### src/rtl/trie_pkg.sv
package trie_pkg;

    typedef enum logic [1:0] {
        ST_IDLE = 2'd0,
        ST_READ = 2'd1,
        ST_EVAL = 2'd2,
        ST_DONE = 2'd3
    } stage_state_t;

endpackage

### src/rtl/trie_rank.sv
// Counts the set bits of a vector strictly below a given position.
module trie_rank #(
    parameter int W  = 16,
    parameter int PW = $clog2(W),
    parameter int CW = $clog2(W + 1)
) (
    input  logic [W-1:0]  vec,
    input  logic [PW-1:0] pos,
    output logic [CW-1:0] cnt
);

    logic [W-1:0] below;

    for (genvar i = 0; i < W; i++) begin : g_mask
        assign below[i] = vec[i] & (PW'(i) < pos);
    end

    always_comb begin
        cnt = '0;
        for (int i = 0; i < W; i++) begin
            cnt = cnt + CW'(below[i]);
        end
    end

endmodule

### src/rtl/trie_path_select.sv
// Finds the deepest set prefix bit along the key's path through a node.
module trie_path_select #(
    parameter int STRIDE = 4,
    parameter int PFX_W  = (2 ** STRIDE) - 1,
    parameter int PIDX_W = $clog2(PFX_W)
) (
    input  logic [STRIDE-1:0] key,
    input  logic [PFX_W-1:0]  pfx_vec,
    output logic              hit,
    output logic [PIDX_W-1:0] idx
);

    logic [PIDX_W-1:0] lvl_idx [STRIDE];
    logic [STRIDE-1:0] lvl_hit;

    // Level L holds 2^L prefixes starting at index 2^L - 1 (breadth-first).
    for (genvar l = 0; l < STRIDE; l++) begin : g_level
        localparam int BASE = (1 << l) - 1;
        assign lvl_idx[l] = PIDX_W'(BASE) + PIDX_W'(key >> (STRIDE - l));
        assign lvl_hit[l] = pfx_vec[lvl_idx[l]];
    end

    // Deeper levels overwrite shallower ones: longest match wins.
    always_comb begin
        hit = 1'b0;
        idx = '0;
        for (int l = 0; l < STRIDE; l++) begin
            if (lvl_hit[l]) begin
                hit = 1'b1;
                idx = lvl_idx[l];
            end
        end
    end

endmodule

### src/rtl/trie_stage.sv
module trie_stage
    import trie_pkg::*;
#(
    parameter int STRIDE = 4,
    parameter int ADDR_W = 10,
    parameter int NH_W   = 12
) (
    input  logic                 clk,
    input  logic                 rst_n,
    input  logic                 start,
    input  logic [ADDR_W-1:0]    node_addr,
    input  logic [STRIDE-1:0]    key,
    input  logic [NH_W-1:0]      best_in,
    output logic                 mem_rd_en,
    output logic [ADDR_W-1:0]    mem_addr,
    input  logic [(2**STRIDE-1)+(2**STRIDE)+ADDR_W+NH_W-1:0] mem_rdata,
    output logic                 done,
    output logic [NH_W-1:0]      best_out,
    output logic [ADDR_W-1:0]    child_addr,
    output logic                 no_child
);

    localparam int PFX_W   = (2 ** STRIDE) - 1;
    localparam int CHD_W   = 2 ** STRIDE;
    localparam int NODE_W  = PFX_W + CHD_W + ADDR_W + NH_W;
    localparam int PIDX_W  = $clog2(PFX_W);
    localparam int PRANK_W = $clog2(PFX_W + 1);
    localparam int CRANK_W = $clog2(CHD_W + 1);
    localparam int PFX_LO  = CHD_W;
    localparam int CB_LO   = CHD_W + PFX_W;
    localparam int NB_LO   = CHD_W + PFX_W + ADDR_W;

    stage_state_t state_q, state_d;

    logic [STRIDE-1:0] key_q;
    logic [NH_W-1:0]   best_q;
    logic [NODE_W-1:0] node_q;

    logic [CHD_W-1:0]  chd_vec;
    logic [PFX_W-1:0]  pfx_vec;
    logic [ADDR_W-1:0] chd_base;
    logic [NH_W-1:0]   nh_base;

    logic              pfx_hit;
    logic [PIDX_W-1:0] pfx_idx;
    logic [PRANK_W-1:0] pfx_rank;
    logic [CRANK_W-1:0] chd_rank;
    logic              chd_present;
    logic              accept;

    assign chd_vec  = node_q[CHD_W-1:0];
    assign pfx_vec  = node_q[PFX_LO +: PFX_W];
    assign chd_base = node_q[CB_LO +: ADDR_W];
    assign nh_base  = node_q[NB_LO +: NH_W];

    trie_path_select #(.STRIDE(STRIDE)) path_i (
        .key     (key_q),
        .pfx_vec (pfx_vec),
        .hit     (pfx_hit),
        .idx     (pfx_idx)
    );

    trie_rank #(.W(PFX_W)) pfx_rank_i (
        .vec (pfx_vec),
        .pos (pfx_idx),
        .cnt (pfx_rank)
    );

    trie_rank #(.W(CHD_W)) chd_rank_i (
        .vec (chd_vec),
        .pos (key_q),
        .cnt (chd_rank)
    );

    assign chd_present = chd_vec[key_q];

    // State register
    always_ff @(posedge clk) begin
        if (!rst_n) state_q <= ST_IDLE;
        else        state_q <= state_d;
    end

    // Next-state logic
    always_comb begin
        state_d = state_q;
        unique case (state_q)
            ST_IDLE: if (start) state_d = ST_READ;
            ST_READ: state_d = ST_EVAL;
            ST_EVAL: state_d = ST_DONE;
            ST_DONE: state_d = ST_IDLE;
        endcase
    end

    // Outputs decoded from state
    always_comb begin
        accept    = 1'b0;
        done      = 1'b0;
        unique case (state_q)
            ST_IDLE: accept = start;
            ST_READ: ;
            ST_EVAL: ;
            ST_DONE: done = 1'b1;
        endcase
        mem_rd_en = accept;
        mem_addr  = node_addr;
    end

    // Datapath registers
    always_ff @(posedge clk) begin
        if (!rst_n) begin
            key_q      <= '0;
            best_q     <= '0;
            node_q     <= '0;
            best_out   <= '0;
            child_addr <= '0;
            no_child   <= 1'b0;
        end else begin
            if (accept) begin
                key_q  <= key;
                best_q <= best_in;
            end
            if (state_q == ST_READ) begin
                node_q <= mem_rdata;
            end
            if (state_q == ST_EVAL) begin
                best_out   <= pfx_hit ? (nh_base + NH_W'(pfx_rank)) : best_q;
                child_addr <= chd_present ? (chd_base + ADDR_W'(chd_rank)) : '0;
                no_child   <= ~chd_present;
            end
        end
    end

endmodule

### config.mk
export PLATFORM = sky130hd
export DESIGN_NAME = trie_stage
export DESIGN_NICKNAME = d
export VERILOG_FILES = /design/src/rtl/trie_pkg.sv /design/src/rtl/trie_rank.sv /design/src/rtl/trie_path_select.sv /design/src/rtl/trie_stage.sv
export SDC_FILE = /design/constraint.sdc
export NUM_CORES = 1
export LEC_CHECK = 0
export BUFFER_PORTS_ARGS = -buffer_cell sky130_fd_sc_hd__buf_2
export CORE_MARGIN = 5
export CORE_UTILIZATION = 30
export CTS_BUF_LIST = sky130_fd_sc_hd__clkbuf_8
export DETAILED_ROUTE_END_ITERATION = 7
export PLACE_DENSITY = 0.5
export SYNTH_ARGS = -nofsm -noshare
export SYNTH_HDL_FRONTEND = slang
export SYNTH_SLANG_ARGS = --single-unit
export TNS_END_PERCENT = 50
### constraint.sdc
create_clock -name clk -period 11.35 [get_ports clk]
set_input_delay 1.135 -clock clk [delete_from_list [all_inputs] [get_ports clk]]
set_output_delay 1.135 -clock clk [all_outputs]
set_load 0.005 [all_outputs]
==> results of run 1 <==
[layout make-up]
| type | instances | area share [%] |
|---|---|---|
| Clock buffer | 9 | 1.900 |
| Clock inverter | 6 | 1.324 |
| Inverter | 32 | 1.842 |
| Multi-Input combinational cell | 426 | 53.98 |
| Sequential cell | 94 | 28.86 |
| Tap cell | 234 | 4.491 |
| Timing Repair Buffer | 98 | 7.599 |
[report_power, final]
| group | internal, W | switching (W) |
|---|---|---|
| Combinational | 0.000216 | 0.000268 |
| Clock | 0.000123 | 0.000127 |
| Sequential | 0.000394 | 0.0000710 |
[worst min-delay path, delay by kind of cell, from the launching register on]
family | cells | cell delay (ns)
AOI/OAI and AO/OA | 1 | 0.05
and+or+nand+nor | 1 | 0.05
DFF | 1 | 0.32
[flip-flops by register name (all words and copies together), names as in the netlist]
name and count:
best_out 12, best_q 12, child_addr 10, key_q 4, no_child 1, node_q 53
state_q 2
[routing by layer]
metal	up-vias	GRT usage, %	part of all wire (%)
li1	2175	-	-
met1	1991	17.72	49
met2	84	20.39	45
met3	22	3.230	4.5
met4	0	4.758	1.8
met5	-	0	0
[stage by stage]
| stage | area [um^2] | power, W | hold WS, ns | utilization [%] |
|---|---|---|---|---|
| detailed placement | 6310 | 0.0009666 | 0.4407 | 33.62 |
| finish | 6520 | 0.001198 | 0.4526 | 34.74 |
| CTS | 6520 | 0.001224 | 0.4573 | 34.74 |
| global route | 6520 | 0.001297 | 0.4743 | 34.74 |
| floorplan | 5742 | 0.0008500 | 0.4419 | - |
| global placement | 6310 | 0.0009532 | 0.4423 | 33.62 |
[Yosys cell counts (all sizes together)]
library cell,count
a211o,2
a211oi,2
a21boi,20
a21o,3
a21oi,16
a311o,1
a31oi,2
a41oi,1
and2,2
and4,1
buf,24
clkbuf,16
clkinv,1
conb,1
dfxtp,94
fa,20
ha,32
inv,31
mux2,3
mux2i,63
mux4,9
nand2,71
nand2b,3
nand3,12
nand3b,11
nand4,11
nor2,9
nor2b,59
nor3,2
nor3b,4
o2111ai,1
o211a,5
o211ai,5
o21a,3
o21ai,19
o21bai,1
o311ai,8
o31ai,2
or3,2
xnor2,6
xor2,14
[worst paths after layout]
| kind | end | depth (start not counted) |
|---|---|---|
| max | best_out[11] | 23 |
| min | child_addr[3] | 2 |
| max reg2reg | best_out[11] | 23 |
| min reg2reg | child_addr[3] | 2 |
[kinds of logic (layout without fill, tap and decap cells)]
logic type               Yosys count  in the layout  synth area share (%)
flip-flops                        94             94                 32.77
AO/OA/AOI/OAI                     91             91                 11.51
other                              1              1               0.06531
AND/OR/NAND/NOR                  187            187                 17.39
adder cells (fa/ha/maj)           52             52                 13.95
XOR/XNOR                          20             20                 3.051
multiplexers                      75             75                 15.30
buffers and inverters             72            145                 5.971
==> reports/results.ini, run 1 <==
[status]
outcome = completed

[critical_path]
timing.setup.critical_path_class = reg -> reg
crit_path_max_fanout = 20
crit_required_ns = 11.62
cp_data_arrival_time_ns = 7.87
cp_num_buf_inv = 3
end_kind = register
cpMostUsedCell = fa_1
cp-startpoint = key_q[1]
cp_slowest_cell = dfxtp_1
crit_family = adder cells
r2r_setup_slack_ns = 3.75
startpoint_type = register
reg2reg_from = key_q[1]
slowest_delay_ns = 0.95
crit_chain = inv_1 -> ha_1 -> mux4_2 -> nand2_2 -> a21oi_2 -> a311o_1 -> o21a_1 -> ha_1 -> inv_1 -> fa_1 -> fa_1 -> fa_1 -> fa_1 -> inv_1 -> ha_1 -> fa_1 -> xor2_1 -> ha_1 -> nand3_1 -> o211ai_1 -> nand3_1 -> xor2_1 -> o311ai_0

[clocking]
cts_sinks = 94
postCtsSetupRepairBufs = 0
numCtsBuffers = 9
h-tree-depth = 3
worstSkewPairLatency_ns = 0.38
cts_root_buf = clkbuf_8
clock_path_buffers = 2
cts_tree = done
cts.repair.resized = 0
ctsHoldBuffers = 0
path_clk_slew_ns = 0.10

[placed_design]
place_hpwl_um = 10830
dpl_worst_slack_ns = 3.716
io_buffers = 96
place_inst = 884
gp_congestion = 0.8617

[global_routing]
grt_pass1_vias = 4443
grt_pass1_wl_um = 23050
grt_max_degree = 96
track_usage_pct = 13.11
grt_remaining_overflow = 0
antenna_found_initial = 0

[power]
powerDensity_nw_per_um2 = 183.7
p_leak_nw = 2.738
peakVddDrop_v = 0.00006759

[finish]
layout_commonest_cell = buf_2
fill_cells = 1970
drive_gt1_share_pct = 20.00
fin_cells = 899
seqCellArea_um2 = 1882
final_cell_mix = buf_2, dfxtp_1, nand2_1
area_growth_pct = 13.55
fin_nets = 795
n_antenna_cell = 0
multi_input_area_um2 = 3520

[die]
ioPinCount = 117
fp.dieH_um = 148.3
initial_core_util_pct = 30.59
core-area_um2 = 18770
rows = 50
die_area_um2 = 22010
die_w_um = 148.3

[sta]
drv_slew = 0
fmax_ghz = 0.1317
slew_headroom_pct = 34.80
setup_viol = 0
fin_crit_sh_pct = 66.92
setup_slack_ns = 3.755
grt_setup_unrepaired = no
min_period_ns = 7.595
skew_ns = 0.01014
tightest_slew_ns = 0.9780
finalHoldViolCount = 0
timing.setup.tns_ns = 0

[detailed_routing]
vias = 4272
drc = 0
wl_um = 14200
drt-initial-drc-count = 180
viasPerCell = 4.752
wl_per_cell_um = 15.80
firstDrtPassIters = 4
ant_nets = 0

[synth]
syn_area_per_cell_um2 = 9.699
yosysUniqueCellTypes = 53
syn_area_um2 = 5742
syn_inst = 592
ys_warn_count = 0
yosysTopAreaCell = dfxtp_1
ys_ff_latch = 94
synthTopCellsByArea = dfxtp_1, mux2i_1, fa_1
synth_top_area_share_pct = 32.77
syn-num-nets = 726
synth-seq-area-share_pct = 32.77

[hold_path]
min_from = child_addr[3]
holdCritPathClass = reg -> reg

[flow_run]
drv_cap = 0

Power figures use the tool's default switching activity.
==> inputs of run 2 (changes only) <==
--- a/config.mk
+++ b/config.mk
@@ -5,6 +5,7 @@
 export SDC_FILE = /design/constraint.sdc
 export NUM_CORES = 1
 export LEC_CHECK = 0
+export ABC_AREA = 1
 export BUFFER_PORTS_ARGS = -buffer_cell sky130_fd_sc_hd__buf_2
 export CORE_MARGIN = 5
 export CORE_UTILIZATION = 30
==> constraint.sdc (replaced) <==
create_clock -name clk -period 7.29 [get_ports clk]
set_input_delay 0.729 -clock clk [delete_from_list [all_inputs] [get_ports clk]]
set_output_delay 0.729 -clock clk [all_outputs]
set_load 0.005 [all_outputs]
==> reports/results.ini, run 2 <==
[die]
die_w_um = 148.3  ; about the same
initial_core_util_pct = 30.57  ; was 30.59%
die_area_um2 = 21990  ; was 22010 um^2
ioPinCount = 117  ; unchanged
fp.dieH_um = 148.3  ; about the same
core-area_um2 = 18770  ; unchanged
rows = 50  ; unchanged

[detailed_routing]
wl_per_cell_um = 14.87  ; was 15.80 um
firstDrtPassIters = 5  ; was 4
drc = 0  ; unchanged
vias = 5111  ; was 4272
viasPerCell = 4.706  ; was 4.752
wl_um = 16150  ; was 14200 um
drt-initial-drc-count = 347  ; was 180
ant_nets = 0  ; unchanged

[synth]
ys_warn_count = 0  ; unchanged
synthTopCellsByArea = dfxtp_1, nand2_1, fa_1  ; was dfxtp_1, mux2i_1, fa_1
yosysUniqueCellTypes = 37  ; was 53
synth-seq-area-share_pct = 32.80  ; was 32.77%
synth_commonest_cells = nand2_1, dfxtp_1, inv_1  ; was dfxtp_1, nand2_1, mux2i_1
syn_area_per_cell_um2 = 7.356  ; was 9.699 um^2
synth_edf_count = 0  ; unchanged
ys_ff_latch = 94  ; unchanged
ys_async_sr_fraction_pct = 0  ; unchanged
synth_top_area_share_pct = 32.80  ; was 32.77%
yosysTopAreaCell = dfxtp_1  ; unchanged
yosysMostFrequentCell = nand2_1  ; was dfxtp_1
syn_inst = 780  ; was 592
dominantRegCellSynth = dfxtp_1  ; unchanged
syn-num-nets = 914  ; was 726
syn_area_um2 = 5738  ; was 5742 um^2

[power]
powerDensity_nw_per_um2 = 413.7  ; was 183.7 nW/um^2
peakVddDrop_v = 0.0001436  ; was 0.00006759 V
power.total_w = 0.002681  ; was 0.001198 W
p_leak_nw = 3.034  ; was 2.738 nW

[finish]
drive_gt1_share_pct = 17.49  ; was 20.00%
largest_reg_flops = 53  ; unchanged
layout_commonest_cell = nand2_1  ; was buf_2
fin_cells = 1086  ; was 899
top_register = node_q  ; unchanged
area_growth_pct = 12.95  ; was 13.55%
n_antenna_cell = 0  ; unchanged
reg_top3 = node_q x53, best_out x12, best_q x12  ; unchanged
final_cell_mix = nand2_1, buf_2, dfxtp_1  ; was buf_2, dfxtp_1, nand2_1
fin_nets = 981  ; was 795

[global_routing]
antenna_found_initial = 0  ; unchanged
grt_pass1_wl_um = 26210  ; was 23050 um
grt_max_degree = 73  ; was 96
grt_pass1_vias = 5013  ; was 4443
track_usage_pct = 14.96  ; was 13.11%
grt_remaining_overflow = 0  ; unchanged

[clocking]
cts.repair.resized = 0  ; unchanged
path_clk_slew_ns = 0.11  ; was 0.10 ns
numCtsBuffers = 9  ; unchanged
h-tree-depth = 3  ; unchanged
clock_path_buffers = 2  ; unchanged
cts_tree = done  ; unchanged
ctsHoldBuffers = 0  ; unchanged
worstSkewPairLatency_ns = 0.39  ; was 0.38 ns
postCtsSetupRepairBufs = 0  ; unchanged
cts_sinks = 94  ; unchanged
cts_root_buf = clkbuf_8  ; unchanged

[status]
outcome = completed  ; unchanged

[flow_run]
drv_cap = 0  ; unchanged

[critical_path]
crit_family = adder cells  ; unchanged
startpoint_type = register  ; unchanged
cp-startpoint = key_q[2]  ; was key_q[1]
timing.setup.critical_path_class = reg -> reg  ; unchanged
cp_num_buf_inv = 5  ; was 3
crit_path_max_fanout = 11  ; was 20
crit_required_ns = 7.61  ; was 11.62 ns
end_kind = register  ; unchanged
reg2reg_from = key_q[2]  ; was key_q[1]
cp_data_arrival_time_ns = 7.07  ; was 7.87 ns
cp_slowest_cell = fa_1  ; was dfxtp_1
slowest_delay_ns = 0.54  ; was 0.95 ns

[sta]
setup_slack_ns = 0.5398  ; was 3.755 ns
tightest_slew_ns = 0.7535  ; was 0.9780 ns
setup_viol = 0  ; unchanged
drv_slew = 0  ; unchanged
grt_setup_unrepaired = no  ; unchanged
timing.setup.tns_ns = 0  ; unchanged
skew_ns = 0.01641  ; was 0.01014 ns
fmax_ghz = 0.1481  ; was 0.1317 GHz
slew_headroom_pct = 49.76  ; was 34.80%
min_period_ns = 6.750  ; was 7.595 ns
fin_crit_sh_pct = 92.60  ; was 66.92%
finalHoldViolCount = 0  ; unchanged

[placed_design]
place_hpwl_um = 12100  ; was 10830 um
dpl_worst_slack_ns = 0.3324  ; was 3.716 ns
gp_congestion = 0.8554  ; was 0.8617
place_inst = 1069  ; was 884
io_buffers = 96  ; unchanged

[hold_path]
min_from = best_q[9]  ; was child_addr[3]
holdCritPathClass = reg -> reg  ; unchanged

-- run 2: layout make-up --
type / count / area [um^2]
Clock buffer: 9 / 123.9
Clock inverter: 7 / 55.05
Fill cell: 2108 / 12290
Inverter: 88 / 332.8
Multi-Input combinational cell: 550 / 3253
Sequential cell: 94 / 1883
Tap cell: 234 / 292.8
Timing Repair Buffer: 104 / 540.5
-- run 2: tightest hold or removal path: stages (launching register included) --
cell and delay (ns):
dfxtp_1 0.31, inv_1 0.06, a21oi_1 0.06
-- run 2: per-layer routing --
| layer | routed length (um) | track usage, % |
|---|---|---|
| met1 | 7736 | 19.69 |
| met2 | 7518 | 24.39 |
| met3 | 699 | 4.357 |
| met4 | 199 | 3.418 |
| met5 | 0 | 0 |
-- run 2: through the flow --
step | area, um^2 | utilization [%] | hold slack, ns
2_1_floorplan | 5738 | - | 0.4297
3_3_place_gp | 6289 | 33.51 | 0.4512
3_5_place_dp | 6289 | 33.51 | 0.4539
4_1_cts | 6467 | 34.46 | 0.4686
5_1_grt | 6481 | 34.53 | 0.4890
6_report | 6481 | 34.53 | 0.4633
-- run 2: report_power, final --
group	internal [W]	switching [W]	leakage (nW)	total [W]
clock network	0.000128	0.000204	0.0866	0.000332
registers	0.000686	0.000121	0.773	0.000808
logic	0.000530	0.00101	2.17	0.00154
total	0.00134	0.00134	3.03	0.00268
-- run 2: final timing paths --
kind | end | slack (ns) | cells after the start
setup / recovery | best_out[7] | 0.54 | 32
setup reg to reg | best_out[7] | 0.54 | 32
hold / removal | best_q[9] | 0.46 | 2
hold reg to reg | best_q[9] | 0.46 | 2
-- run 2: cell families (layout without fill, tap and decap cells) --
logic type	Yosys count	in the layout	synth area share, %
compound gates	164	164	14.63
flops	94	94	32.80
simple gates	315	316	24.97
buf+inv	137	208	10.73
other cells	1	1	0.06535
xor+xnor	17	17	2.857
fa+ha+maj	52	52	13.96
==> inputs of run 3 (changes only) <==
--- a/config.mk
+++ b/config.mk
@@ -6,13 +6,14 @@
 export NUM_CORES = 1
 export LEC_CHECK = 0
 export ABC_AREA = 1
-export BUFFER_PORTS_ARGS = -buffer_cell sky130_fd_sc_hd__buf_2
 export CORE_MARGIN = 5
 export CORE_UTILIZATION = 30
 export CTS_BUF_LIST = sky130_fd_sc_hd__clkbuf_8
+export CTS_CLUSTER_SIZE = 12
 export DETAILED_ROUTE_END_ITERATION = 7
-export PLACE_DENSITY = 0.5
+export DONT_BUFFER_PORTS = 1
+export PLACE_DENSITY = 0.45
 export SYNTH_ARGS = -nofsm -noshare
 export SYNTH_HDL_FRONTEND = slang
 export SYNTH_SLANG_ARGS = --single-unit
-export TNS_END_PERCENT = 50
+export TNS_END_PERCENT = 20
==> reports/results.ini, run 3 (same netlist as run 2, synthesis figures left out) <==
[die]
fp.dieH_um = 148.3  ; unchanged
core-area_um2 = 18770  ; unchanged
die_w_um = 148.3  ; unchanged
rows = 50  ; unchanged
initial_core_util_pct = 30.57  ; unchanged
die_area_um2 = 21990  ; unchanged
ioPinCount = 117  ; unchanged

[detailed_routing]
ant_nets = 0  ; unchanged
wl_um = 16890  ; was 16150 um
firstDrtPassIters = 5  ; unchanged
drc = 0  ; unchanged
vias = 4973  ; was 5111
viasPerCell = 4.978  ; was 4.706
wl_per_cell_um = 16.90  ; was 14.87 um
drt-initial-drc-count = 362  ; was 347

[placed_design]
gp_congestion = 0.8691  ; was 0.8554
dpl_cell_area_um2 = 5793  ; was 6289 um^2
io_buffers = 0  ; was 96
place_hpwl_um = 12420  ; was 12100 um

[clocking]
cts_sinks = 94  ; unchanged
worstSkewPairLatency_ns = 0.39  ; about the same
cts_root_buf = clkbuf_8  ; unchanged
cts_tree = done  ; unchanged
path_clk_slew_ns = 0.10  ; was 0.11 ns
clock_path_buffers = 2  ; unchanged
h-tree-depth = 3  ; unchanged
numCtsBuffers = 9  ; unchanged
ctsHoldBuffers = 0  ; unchanged

[power]
power.total_w = 0.002752  ; was 0.002681 W
powerDensity_nw_per_um2 = 452.0  ; was 413.7 nW/um^2
p_leak_nw = 2.662  ; was 3.034 nW
peakVddDrop_v = 0.0001258  ; was 0.0001436 V

[finish]
largest_reg_flops = 53  ; unchanged
fill_cells = 2070  ; was 2108
final_cell_mix = nand2_1, dfxtp_1, inv_1  ; was nand2_1, buf_2, dfxtp_1
area_growth_pct = 6.106  ; was 12.95%
reg_top3 = node_q x53, best_out x12, best_q x12  ; unchanged
finish.instance_area_um2 = 6088  ; was 6481 um^2
layout_commonest_cell = nand2_1  ; unchanged
top_register = node_q  ; unchanged
final_core_util_pct = 32.44  ; was 34.53%
fin_nets = 890  ; was 981
drive_gt1_share_pct = 7.622  ; was 17.49%

[critical_path]
cp_num_buf_inv = 5  ; unchanged
crit_family = adder cells  ; unchanged
end_kind = register  ; unchanged
timing.setup.critical_path_class = reg -> reg  ; unchanged
cp_data_arrival_time_ns = 7.04  ; was 7.07 ns
cp_slowest_cell = fa_1  ; unchanged
crit_required_ns = 7.62  ; was 7.61 ns
startpoint_type = register  ; unchanged
crit_path_max_fanout = 11  ; unchanged
slowest_delay_ns = 0.54  ; about the same

[sta]
drv_slew = 0  ; unchanged
fmax_ghz = 0.1489  ; was 0.1481 GHz
min_period_ns = 6.716  ; was 6.750 ns
fin_crit_sh_pct = 92.13  ; was 92.60%
grt_setup_unrepaired = no  ; unchanged
tightest_slew_ns = 0.8474  ; was 0.7535 ns
finalHoldViolCount = 0  ; unchanged
setup_viol = 0  ; unchanged
timing.setup.tns_ns = 0  ; unchanged
slew_headroom_pct = 43.44  ; was 49.76%
skew_ns = 0.01446  ; was 0.01641 ns

[global_routing]
grt_pass1_wl_um = 27210  ; was 26210 um
grt_remaining_overflow = 0  ; unchanged
grt_pass1_vias = 5142  ; was 5013
track_usage_pct = 15.61  ; was 14.96%
grt_max_degree = 73  ; unchanged
antenna_found_initial = 4  ; was 0

[flow_run]
drv_cap = 0  ; unchanged

[hold_path]
holdCritPathClass = reg -> reg  ; unchanged

[status]
outcome = completed  ; unchanged

run 3: layer usage:
layer,routed length (um),GRT usage (%),up-vias
met2,7607,24.09,124
li1,-,-,2488
met1,7984,20.94,2338
met3,912,3.534,23
met5,0,0,-
met4,381,6.882,0
run 3: layout make-up:
class	instances	area, um^2	share of cell area, %
antenna	4	10.01	0.1644
clock buffer	10	137.6	2.261
clock inverter	6	68.82	1.130
inverter	88	332.8	5.466
multi-input combinational	550	3253	53.43
sequential	94	1883	30.93
tap	234	292.8	4.809
timing repair buffer	13	110.1	1.808
run 3: power breakdown:
part	switching, W	leakage [nW]	internal, W
sequential	0.000134	0.773	0.000687
clock	0.000204	0.103	0.000170
combinational	0.00102	1.79	0.000535
total	0.00136	2.66	0.00139
run 3: through the flow:
step / setup WS, ns / hold WS (ns) / instances
after global routing: 0.06257 / 0.4529 / 999
after detailed placement: 0.2547 / 0.4438 / 971
after floorplan: 1.062 / 0.4297 / 780
final: 0.5736 / 0.4592 / 999
after global placement: 0.4098 / 0.4406 / 971
after CTS: 0.2208 / 0.4426 / 987
run 3: worst register-to-register path: cells and delay by family (launching register included):
kind,cells,cell delay (ns)
AO/OA/AOI/OAI,3,0.46
XOR/XNOR,2,0.37
adder cells (fa/ha/maj),9,3.71
buffers and inverters,5,0.38
flip-flops,1,0.47
AND/OR/NAND/NOR,13,1.27
run 3: final timing paths:
path	from	end	slack [ns]	cells past startpoint
worst min register to register	best_q[8]	best_q[8]	0.46	2
worst max register to register	key_q[2]	best_out[7]	0.57	32
worst max-delay path	key_q[2]	best_out[7]	0.57	32
worst min-delay path	best_q[8]	best_q[8]	0.46	2
run 3: repair_timing:
action,CTS,global route
buffers inserted,0,7
resized for setup,0,2
setup endpoints to repair,0,8
endpoints found under the hold margin,0,0
